$ cat src/rtl/dma_pkg.sv
// Package: shared types and control-word bit positions for the copy engine.
// Assumes register data is at least 11 bits wide.
package dma_pkg;

    typedef enum logic [1:0] {
        MODE_BURST  = 2'b00,
        MODE_STEAL  = 2'b01,
        MODE_TRANSP = 2'b10,
        MODE_RSVD   = 2'b11
    } xfer_mode_e;

    typedef enum logic [1:0] {
        SEL_SRC  = 2'd0,
        SEL_DST  = 2'd1,
        SEL_CNT  = 2'd2,
        SEL_CTRL = 2'd3
    } reg_sel_e;

    typedef struct packed {
        logic       dst_fixed;
        logic       dst_dec;
        logic       src_fixed;
        logic       src_dec;
        xfer_mode_e mode;
    } xfer_cfg_t;

    localparam int CTL_GO      = 0;
    localparam int CTL_MODE    = 1;
    localparam int CTL_SRC_DEC = 3;
    localparam int CTL_SRC_FIX = 4;
    localparam int CTL_DST_DEC = 5;
    localparam int CTL_DST_FIX = 6;
    localparam int ST_BUSY     = 8;
    localparam int ST_DONE     = 9;
    localparam int ST_ERR      = 10;

endpackage

$ cat src/rtl/dma_addr_step.sv
// Module: next-address computation for one address pointer.
// Adds or subtracts one word (STEP bytes) or holds the value; purely combinational.
module dma_addr_step #(
    parameter int AW   = 16,
    parameter int STEP = 4
) (
    input  logic [AW-1:0] cur,
    input  logic          dec,
    input  logic          hold,
    output logic [AW-1:0] nxt
);
    localparam logic [AW-1:0] STEP_V = AW'(STEP);

    // Select hold, decrement or increment of the pointer.
    always_comb begin
        if (hold)     nxt = cur;
        else if (dec) nxt = cur - STEP_V;
        else          nxt = cur + STEP_V;
    end
endmodule

$ cat src/rtl/dma_regfile.sv
// Module: software-visible registers, start checks and completion status.
// Assumes word_done pulses only while busy, once per stored word.
module dma_regfile
    import dma_pkg::*;
#(
    parameter int AW   = 16,
    parameter int CW   = 16,
    parameter int RW   = 32,
    parameter int STEP = 4
) (
    input  logic          clk,
    input  logic          rst_n,
    input  logic          reg_wr,
    input  logic [1:0]    reg_sel,
    input  logic [RW-1:0] reg_wdata,
    output logic [RW-1:0] reg_rdata,
    input  logic          word_done,
    output logic [AW-1:0] src_addr,
    output logic [AW-1:0] dst_addr,
    output logic [CW-1:0] count,
    output xfer_cfg_t     cfg,
    output logic          busy,
    output logic          irq
);
    localparam int NPTR = 2;

    logic          done_q;
    logic          err_q;
    logic [AW-1:0] ptr_cur [NPTR];
    logic [AW-1:0] ptr_nxt [NPTR];
    logic          ptr_dec [NPTR];
    logic          ptr_hold[NPTR];
    logic          wr_ctrl;
    xfer_mode_e    new_mode;

    assign ptr_cur[0]  = src_addr;
    assign ptr_cur[1]  = dst_addr;
    assign ptr_dec[0]  = cfg.src_dec;
    assign ptr_dec[1]  = cfg.dst_dec;
    assign ptr_hold[0] = cfg.src_fixed;
    assign ptr_hold[1] = cfg.dst_fixed;

    // One stepping unit per address pointer.
    for (genvar p = 0; p < NPTR; p++) begin : g_step
        dma_addr_step #(.AW(AW), .STEP(STEP)) u_step (
            .cur  (ptr_cur[p]),
            .dec  (ptr_dec[p]),
            .hold (ptr_hold[p]),
            .nxt  (ptr_nxt[p])
        );
    end

    assign wr_ctrl  = reg_wr && (reg_sel == SEL_CTRL);
    assign new_mode = xfer_mode_e'(reg_wdata[CTL_MODE +: 2]);

    // Register updates: programming when idle, stepping while busy, status flags.
    always_ff @(posedge clk) begin
        if (!rst_n) begin
            src_addr <= '0;
            dst_addr <= '0;
            count    <= '0;
            cfg      <= '0;
            busy     <= 1'b0;
            done_q   <= 1'b0;
            err_q    <= 1'b0;
            irq      <= 1'b0;
        end else begin
            irq <= 1'b0;
            if (wr_ctrl && reg_wdata[ST_DONE]) done_q <= 1'b0;
            if (wr_ctrl && reg_wdata[ST_ERR])  err_q  <= 1'b0;
            if (busy) begin
                if (word_done) begin
                    src_addr <= ptr_nxt[0];
                    dst_addr <= ptr_nxt[1];
                    count    <= count - CW'(1);
                    if (count == CW'(1)) begin
                        busy   <= 1'b0;
                        done_q <= 1'b1;
                        irq    <= 1'b1;
                    end
                end
            end else begin
                if (reg_wr && reg_sel == SEL_SRC) src_addr <= reg_wdata[AW-1:0];
                if (reg_wr && reg_sel == SEL_DST) dst_addr <= reg_wdata[AW-1:0];
                if (reg_wr && reg_sel == SEL_CNT) count    <= reg_wdata[CW-1:0];
                if (wr_ctrl) begin
                    cfg.mode      <= new_mode;
                    cfg.src_dec   <= reg_wdata[CTL_SRC_DEC];
                    cfg.src_fixed <= reg_wdata[CTL_SRC_FIX];
                    cfg.dst_dec   <= reg_wdata[CTL_DST_DEC];
                    cfg.dst_fixed <= reg_wdata[CTL_DST_FIX];
                    if (reg_wdata[CTL_GO]) begin
                        if (new_mode == MODE_RSVD) begin
                            err_q <= 1'b1;
                        end else if (count == '0) begin
                            done_q <= 1'b1;
                            irq    <= 1'b1;
                        end else begin
                            busy   <= 1'b1;
                            done_q <= 1'b0;
                        end
                    end
                end
            end
        end
    end

    // Read mux returning live register contents.
    always_comb begin
        reg_rdata = '0;
        unique case (reg_sel_e'(reg_sel))
            SEL_SRC: reg_rdata[AW-1:0] = src_addr;
            SEL_DST: reg_rdata[AW-1:0] = dst_addr;
            SEL_CNT: reg_rdata[CW-1:0] = count;
            SEL_CTRL: begin
                reg_rdata[CTL_MODE +: 2]  = cfg.mode;
                reg_rdata[CTL_SRC_DEC]    = cfg.src_dec;
                reg_rdata[CTL_SRC_FIX]    = cfg.src_fixed;
                reg_rdata[CTL_DST_DEC]    = cfg.dst_dec;
                reg_rdata[CTL_DST_FIX]    = cfg.dst_fixed;
                reg_rdata[ST_BUSY]        = busy;
                reg_rdata[ST_DONE]        = done_q;
                reg_rdata[ST_ERR]         = err_q;
            end
            default: reg_rdata = '0;
        endcase
    end

    assert_irq_one_cycle_R8: assert property (@(posedge clk) disable iff (!rst_n)
        irq |=> !irq);
    assert_done_at_finish_R8: assert property (@(posedge clk) disable iff (!rst_n)
        $fell(busy) |-> done_q);
    assert_busy_count_nonzero_R9: assert property (@(posedge clk) disable iff (!rst_n)
        busy |-> (count != '0));
    assert_err_without_busy_R10: assert property (@(posedge clk) disable iff (!rst_n)
        $rose(err_q) |-> !busy);
    assert_src_frozen_R11: assert property (@(posedge clk) disable iff (!rst_n)
        (busy && reg_wr && reg_sel == SEL_SRC && !word_done) |=> (src_addr == $past(src_addr)));
endmodule

$ cat src/rtl/dma_seq.sv
// Module: bus-acquisition and word-move sequencer.
// Assumes busy, mode and addresses are stable except at word_done edges,
// and that the memory holds rdata valid in the cycle it raises ready on a read.
module dma_seq
    import dma_pkg::*;
#(
    parameter int AW = 16,
    parameter int DW = 32
) (
    input  logic          clk,
    input  logic          rst_n,
    input  logic          busy,
    input  xfer_mode_e    mode,
    input  logic          last,
    input  logic [AW-1:0] src_addr,
    input  logic [AW-1:0] dst_addr,
    input  logic          bus_gnt,
    input  logic          cpu_idle,
    input  logic          mem_ready,
    input  logic [DW-1:0] mem_rdata,
    output logic          bus_req,
    output logic          mem_valid,
    output logic          mem_we,
    output logic [AW-1:0] mem_addr,
    output logic [DW-1:0] mem_wdata,
    output logic          word_done
);
    typedef enum logic [2:0] {S_IDLE, S_REQ, S_RD, S_WR, S_GAP} seq_state_e;

    seq_state_e    state, state_n;
    logic [DW-1:0] hold_q;
    logic          transp;

    assign transp = (mode == MODE_TRANSP);

    // Next-state choice per bus policy.
    always_comb begin
        state_n = state;
        unique case (state)
            S_IDLE: if (busy) state_n = transp ? S_RD : S_REQ;
            S_REQ:  if (bus_gnt) state_n = S_RD;
            S_RD:   if (mem_valid && mem_ready) state_n = S_WR;
            S_WR: if (mem_ready) begin
                if (last)                    state_n = S_IDLE;
                else if (mode == MODE_STEAL) state_n = S_GAP;
                else                         state_n = S_RD;
            end
            S_GAP:  state_n = S_REQ;
            default: state_n = S_IDLE;
        endcase
    end

    // State register.
    always_ff @(posedge clk) begin
        if (!rst_n) state <= S_IDLE;
        else        state <= state_n;
    end

    // Capture of the fetched word for the following write.
    always_ff @(posedge clk) begin
        if (!rst_n)                                        hold_q <= '0;
        else if (state == S_RD && mem_valid && mem_ready)  hold_q <= mem_rdata;
    end

    // Bus request and memory port drive.
    always_comb begin
        bus_req   = !transp && (state == S_REQ || state == S_RD || state == S_WR);
        mem_valid = (state == S_WR) || (state == S_RD && (!transp || cpu_idle));
        mem_we    = (state == S_WR);
        mem_addr  = (state == S_WR) ? dst_addr : src_addr;
        mem_wdata = hold_q;
        word_done = (state == S_WR) && mem_ready;
    end

    assert_grant_before_access_R5: assert property (@(posedge clk) disable iff (!rst_n)
        (mem_valid && !transp) |-> bus_gnt);
    assert_idle_only_read_R7: assert property (@(posedge clk) disable iff (!rst_n)
        (mem_valid && !mem_we && transp) |-> cpu_idle);
    assert_steal_release_R6: assert property (@(posedge clk) disable iff (!rst_n)
        (mode == MODE_STEAL && mem_valid && mem_we && mem_ready) |=> !bus_req);
    assert_access_only_busy_R9: assert property (@(posedge clk) disable iff (!rst_n)
        mem_valid |-> busy);
endmodule

$ cat src/rtl/dma_xfer_engine.sv
// Module: top of the single-channel copy engine; joins register file and sequencer.
// Assumes AW and CW do not exceed RW, and DW is a multiple of 8.
module dma_xfer_engine
    import dma_pkg::*;
#(
    parameter int AW = 16,
    parameter int DW = 32,
    parameter int CW = 16,
    parameter int RW = 32
) (
    input  logic          clk,
    input  logic          rst_n,
    input  logic          reg_wr,
    input  logic [1:0]    reg_sel,
    input  logic [RW-1:0] reg_wdata,
    output logic [RW-1:0] reg_rdata,
    output logic          bus_req,
    input  logic          bus_gnt,
    input  logic          cpu_idle,
    output logic          mem_valid,
    output logic          mem_we,
    output logic [AW-1:0] mem_addr,
    output logic [DW-1:0] mem_wdata,
    input  logic [DW-1:0] mem_rdata,
    input  logic          mem_ready,
    output logic          irq
);
    localparam int STEP = DW / 8;

    logic [AW-1:0] src_addr;
    logic [AW-1:0] dst_addr;
    logic [CW-1:0] count;
    xfer_cfg_t     cfg;
    logic          busy;
    logic          word_done;
    logic          last;

    assign last = (count == CW'(1));

    dma_regfile #(.AW(AW), .CW(CW), .RW(RW), .STEP(STEP)) u_regs (
        .clk       (clk),
        .rst_n     (rst_n),
        .reg_wr    (reg_wr),
        .reg_sel   (reg_sel),
        .reg_wdata (reg_wdata),
        .reg_rdata (reg_rdata),
        .word_done (word_done),
        .src_addr  (src_addr),
        .dst_addr  (dst_addr),
        .count     (count),
        .cfg       (cfg),
        .busy      (busy),
        .irq       (irq)
    );

    dma_seq #(.AW(AW), .DW(DW)) u_seq (
        .clk       (clk),
        .rst_n     (rst_n),
        .busy      (busy),
        .mode      (cfg.mode),
        .last      (last),
        .src_addr  (src_addr),
        .dst_addr  (dst_addr),
        .bus_gnt   (bus_gnt),
        .cpu_idle  (cpu_idle),
        .mem_ready (mem_ready),
        .mem_rdata (mem_rdata),
        .bus_req   (bus_req),
        .mem_valid (mem_valid),
        .mem_we    (mem_we),
        .mem_addr  (mem_addr),
        .mem_wdata (mem_wdata),
        .word_done (word_done)
    );
endmodule

$ cat config.mk
export PLATFORM = sky130hd
export DESIGN_NAME = dma_xfer_engine
export DESIGN_NICKNAME = d
export VERILOG_FILES = /design/src/rtl/dma_pkg.sv /design/src/rtl/dma_addr_step.sv /design/src/rtl/dma_regfile.sv /design/src/rtl/dma_seq.sv /design/src/rtl/dma_xfer_engine.sv
export SDC_FILE = /design/constraint.sdc
export NUM_CORES = 1
export LEC_CHECK = 0
export CORE_MARGIN = 2
export CORE_UTILIZATION = 41
export CTS_CLUSTER_SIZE = 10
export DETAILED_ROUTE_END_ITERATION = 6
export PLACE_DENSITY = 0.79
export REMOVE_ABC_BUFFERS = 1
export SLEW_MARGIN = 20
export SYNTH_ARGS = -nofsm -noshare
export SYNTH_HDL_FRONTEND = slang
export SYNTH_HIERARCHICAL = 1
export SYNTH_SLANG_ARGS = --single-unit
$ cat constraint.sdc
create_clock -name clk -period 4.4 [get_ports clk]
set_input_delay 0.66 -clock clk [delete_from_list [all_inputs] [get_ports clk]]
set_output_delay 0.66 -clock clk [all_outputs]
set_load 0.005 [all_outputs]
==> results.md <==
- Status: complete, no violations
- NumNets Final: 1,008
- Unrepaired setup endpoints after global routing: no
- Peak supply drop: 0.000225 V
- Flops & latches, synth: 93
- Worst skew pair latency: 350 ps
- Initial Util: 41.7%
- Post-route clock period utilization: 73.9%
- Leak: 3.01 nW
- Core Footprint: 15,800 µm²
- Total of max-cap violations: 0
- Synthesized area: 6590 µm²
- Compound-gate portion of the synthesized area: 25.8%
- Vias/cell: 5.80
- Post-synthesis adder-cell area fraction: 5.54%
- Max FO, Critical Path: 22
- First DRT Iteration DRCs: 668
- Util after Layout: 51.4%
- Remaining global-route overflow: 0
- Die Width: 131 µm
- Fill cells: 1,502
- Post-cts repair resize count: 0
- YS warnings: 6
- Area Overhead vs Synth: 23.3%
- # IOs: 156
- Primary FF master, synth: dfxtp_1
- Die Footprint: 17,100 µm²
- Max clock buf depth: 2
- Post-synthesis sequential area ratio: 28.2%
- CTS tree: built
- Final Setup Violations: 0
- RR Startpoint: u_regs/cfg[2]
- Hold Crit Class: reg -> reg
- Vert. Die Dim: 131 µm
- Critical path class: in -> out
- Synth Area in XOR/XNOR: 2.66%
- Design Power: 2.10 mW
- Largest family of logic cells by synthesized area: compound AO/OA/AOI/OAI gates
- Pre-Repair DR Iteration Count: 5
- Cell Pwr Density: 258 nW/µm²
- Slew HR: 33.6%
- Ys async rst share: 0%
- Final WS setup: 1150 ps
- Detailed-route DRC error count: 0
- Area share of and/or/nand/nor cells after synthesis: 21.9%
- First-pass GRT wire length: 30,400 µm
- R2R Setup Slk: 1510 ps
- Critical Path End: reg_rdata[7]
- FF-to-FF End: u_regs/src_addr[14]
- Critical Path RT: 3740 ps
- Total Routing Usage GR: 22.3%
- Layout cells sized above 1: 8.65%
- Row cnt: 46
- Clk root buf: clkbuf_16
- CP startpoint kind: input port
- Post-CTS setup buffers: 0
- Sink Count: 93
- Vias in the first global route: 6,107
- Dpl hpwl: 13,800 µm
- Vias after detailed routing: 6,549
- Pre-CTS setup slack: 1120 ps
- H-tree Lvls: 3
- Input/output buffers: 123
- Worst Tran Pin Value: 994 ps
- Pins Over Slew Limit: 0
- CTS Buf Count: 9
- Data arrival, critical path: 2590 ps
- Clock transition at path regs: 70 ps
- Largest area contributor in the netlist: dfxtp_1
- Top cells by area, synth: dfxtp_1 28%, nand2_1 8.3%, ha_1 4.9%
- GP Congestion: 0.960
- Drt wl/cell: 17.1 µm
- Largest net degree at the start of global routing: 40
- Multiplexer share of the synthesized area: 8.90%
- Antenna violations before repair: 0
- Yosys cell types: 88
- Critical Path Sink Type: output port
- Fmax: 0.307 GHz
- Hold Buf Count CTS: 0
- Mean Syn Cell Area: 8.07 µm²
- Fin Setup TNS: 0 ps
- WHS: 453 ps
- Final hold vios: 0
- Setup Skew: 8.90 ps
- Routed WL: 19,300 µm
- Final ANT Viol Nets: 0
- Reg2Reg Depth: 10
- Gate Count Post-Synth: 817
- Crit path launch: reg_sel[1]
- Post-synth EDFFs: 0
- Final Critical Period: 3250 ps
- Synth top area share: 28.2%
- N_diodes: 0
[cells in the final DEF (no fill, tap or decap), types with 5 or more instances in the layout]
master and instances:
a21oi_1 54, buf_4 12, o21ai_0 42, xnor2_1 13, a211oi_1 27, conb_1 16, inv_1 13, a311oi_1 7
mux2i_1 17, a21boi_1 30, dfxtp_1 92, nor2b_1 16, nor3_1 8, or3_1 5, nand3b_1 7, nor2_1 45
a31oi_1 7, clkbuf_16 9, xor2_1 7, mux4_2 9, nand3_1 15, clkdlybuf4s50_1 123, nand2b_1 8, ha_1 26
o31ai_1 5, and3_1 7, o211ai_1 6, nand2_1 146, mux2_2 19, a21boi_0 7, nand4_1 8, o211a_1 7
[metrics by stage]
step           area, µm²  instances
6_report            8130       1129
5_1_grt             8130       1129
4_1_cts             8130       1129
3_5_place_dp        7840       1113
3_3_place_gp        7840       1113
2_1_floorplan       6250        762
[flip-flops by register name (all words and copies together), names as in the netlist, 3 cells and up]
register,flops
u_regs/cfg,6
u_regs/count,16
u_regs/dst_addr,16
u_regs/src_addr,16
u_seq/mem_wdata,32
u_seq/state,3
[where the power goes]
group,switching [mW],total (mW),internal [mW]
Sequential,0.0585,0.929,0.871
Combinational,0.204,0.406,0.202
Clock,0.371,0.764,0.392
Total,0.634,2.10,1.47
[worst max-delay path: stages]
cell             delay (ps)
clkdlybuf4s50_1         450
buf_4                   320
nor2b_1                 180
buf_4                   210
nand2_1                  80
o21ai_0                 130
clkdlybuf4s50_1         550
[how the worst min path moves through the flow]
stage | slack [ps] | cells past startpoint | endpoint | start
floorplan | 430 | 2 | u_regs/err_q | u_regs/err_q
global placement | 440 | 2 | u_seq/mem_wdata[13] | u_seq/mem_wdata[13]
detailed placement | 450 | 2 | u_seq/mem_wdata[21] | u_seq/mem_wdata[21]
CTS | 460 | 2 | u_seq/mem_wdata[26] | u_seq/mem_wdata[26]
global route | 470 | 2 | u_seq/mem_wdata[31] | u_seq/mem_wdata[31]
finish | 450 | 2 | u_seq/mem_wdata[14] | u_seq/mem_wdata[14]
[cell type report]
class	instances	area (µm²)	area share [%]
clock inverter	7	58.8	0.723
sequential	93	1860	22.9
tap	216	270	3.32
timing repair buffer	135	1320	16.2
inverter	15	56.3	0.692
multi-input combinational	654	4340	53.3
clock buffer	9	225	2.77
[synthesized netlist by cell type, drive strengths merged, types with 3 or more instances]
cell,count
and3,7
dfxtp,93
a211o,4
o211a,7
buf,47
a21oi,56
nor2,45
nor3,9
mux2i,17
nor4,6
mux4,9
o21a,4
a311oi,7
nand4b,3
nand2,147
a22o,4
xnor2,13
o31ai,6
o22ai,4
a32o,3
o211ai,6
nand3b,8
ha,26
a21boi,37
o21bai,4
xor2,7
nor2b,16
nand2b,8
a211oi,28
inv,14
or3,6
o21ai,46
nand4,8
nor3b,4
a31oi,7
nand3,15
clkbuf,23
mux2,19
a21o,6
[logic make-up after synthesis]
logic type | count (synthesis)
flip-flops | 93
buffers and inverters | 85
adder cells (fa/ha/maj) | 28
AO/OA/AOI/OAI | 248
multiplexers | 45
XOR/XNOR | 20
AND/OR/NAND/NOR | 297
other | 1
[routing by layer]
layer,track usage [%],part of all wire [%]
met5,0,0
met4,7.26,2.0
met3,4.93,9.7
met2,36.8,45
met1,29.1,43
Note: power is estimated with default switching activity, not from simulation.
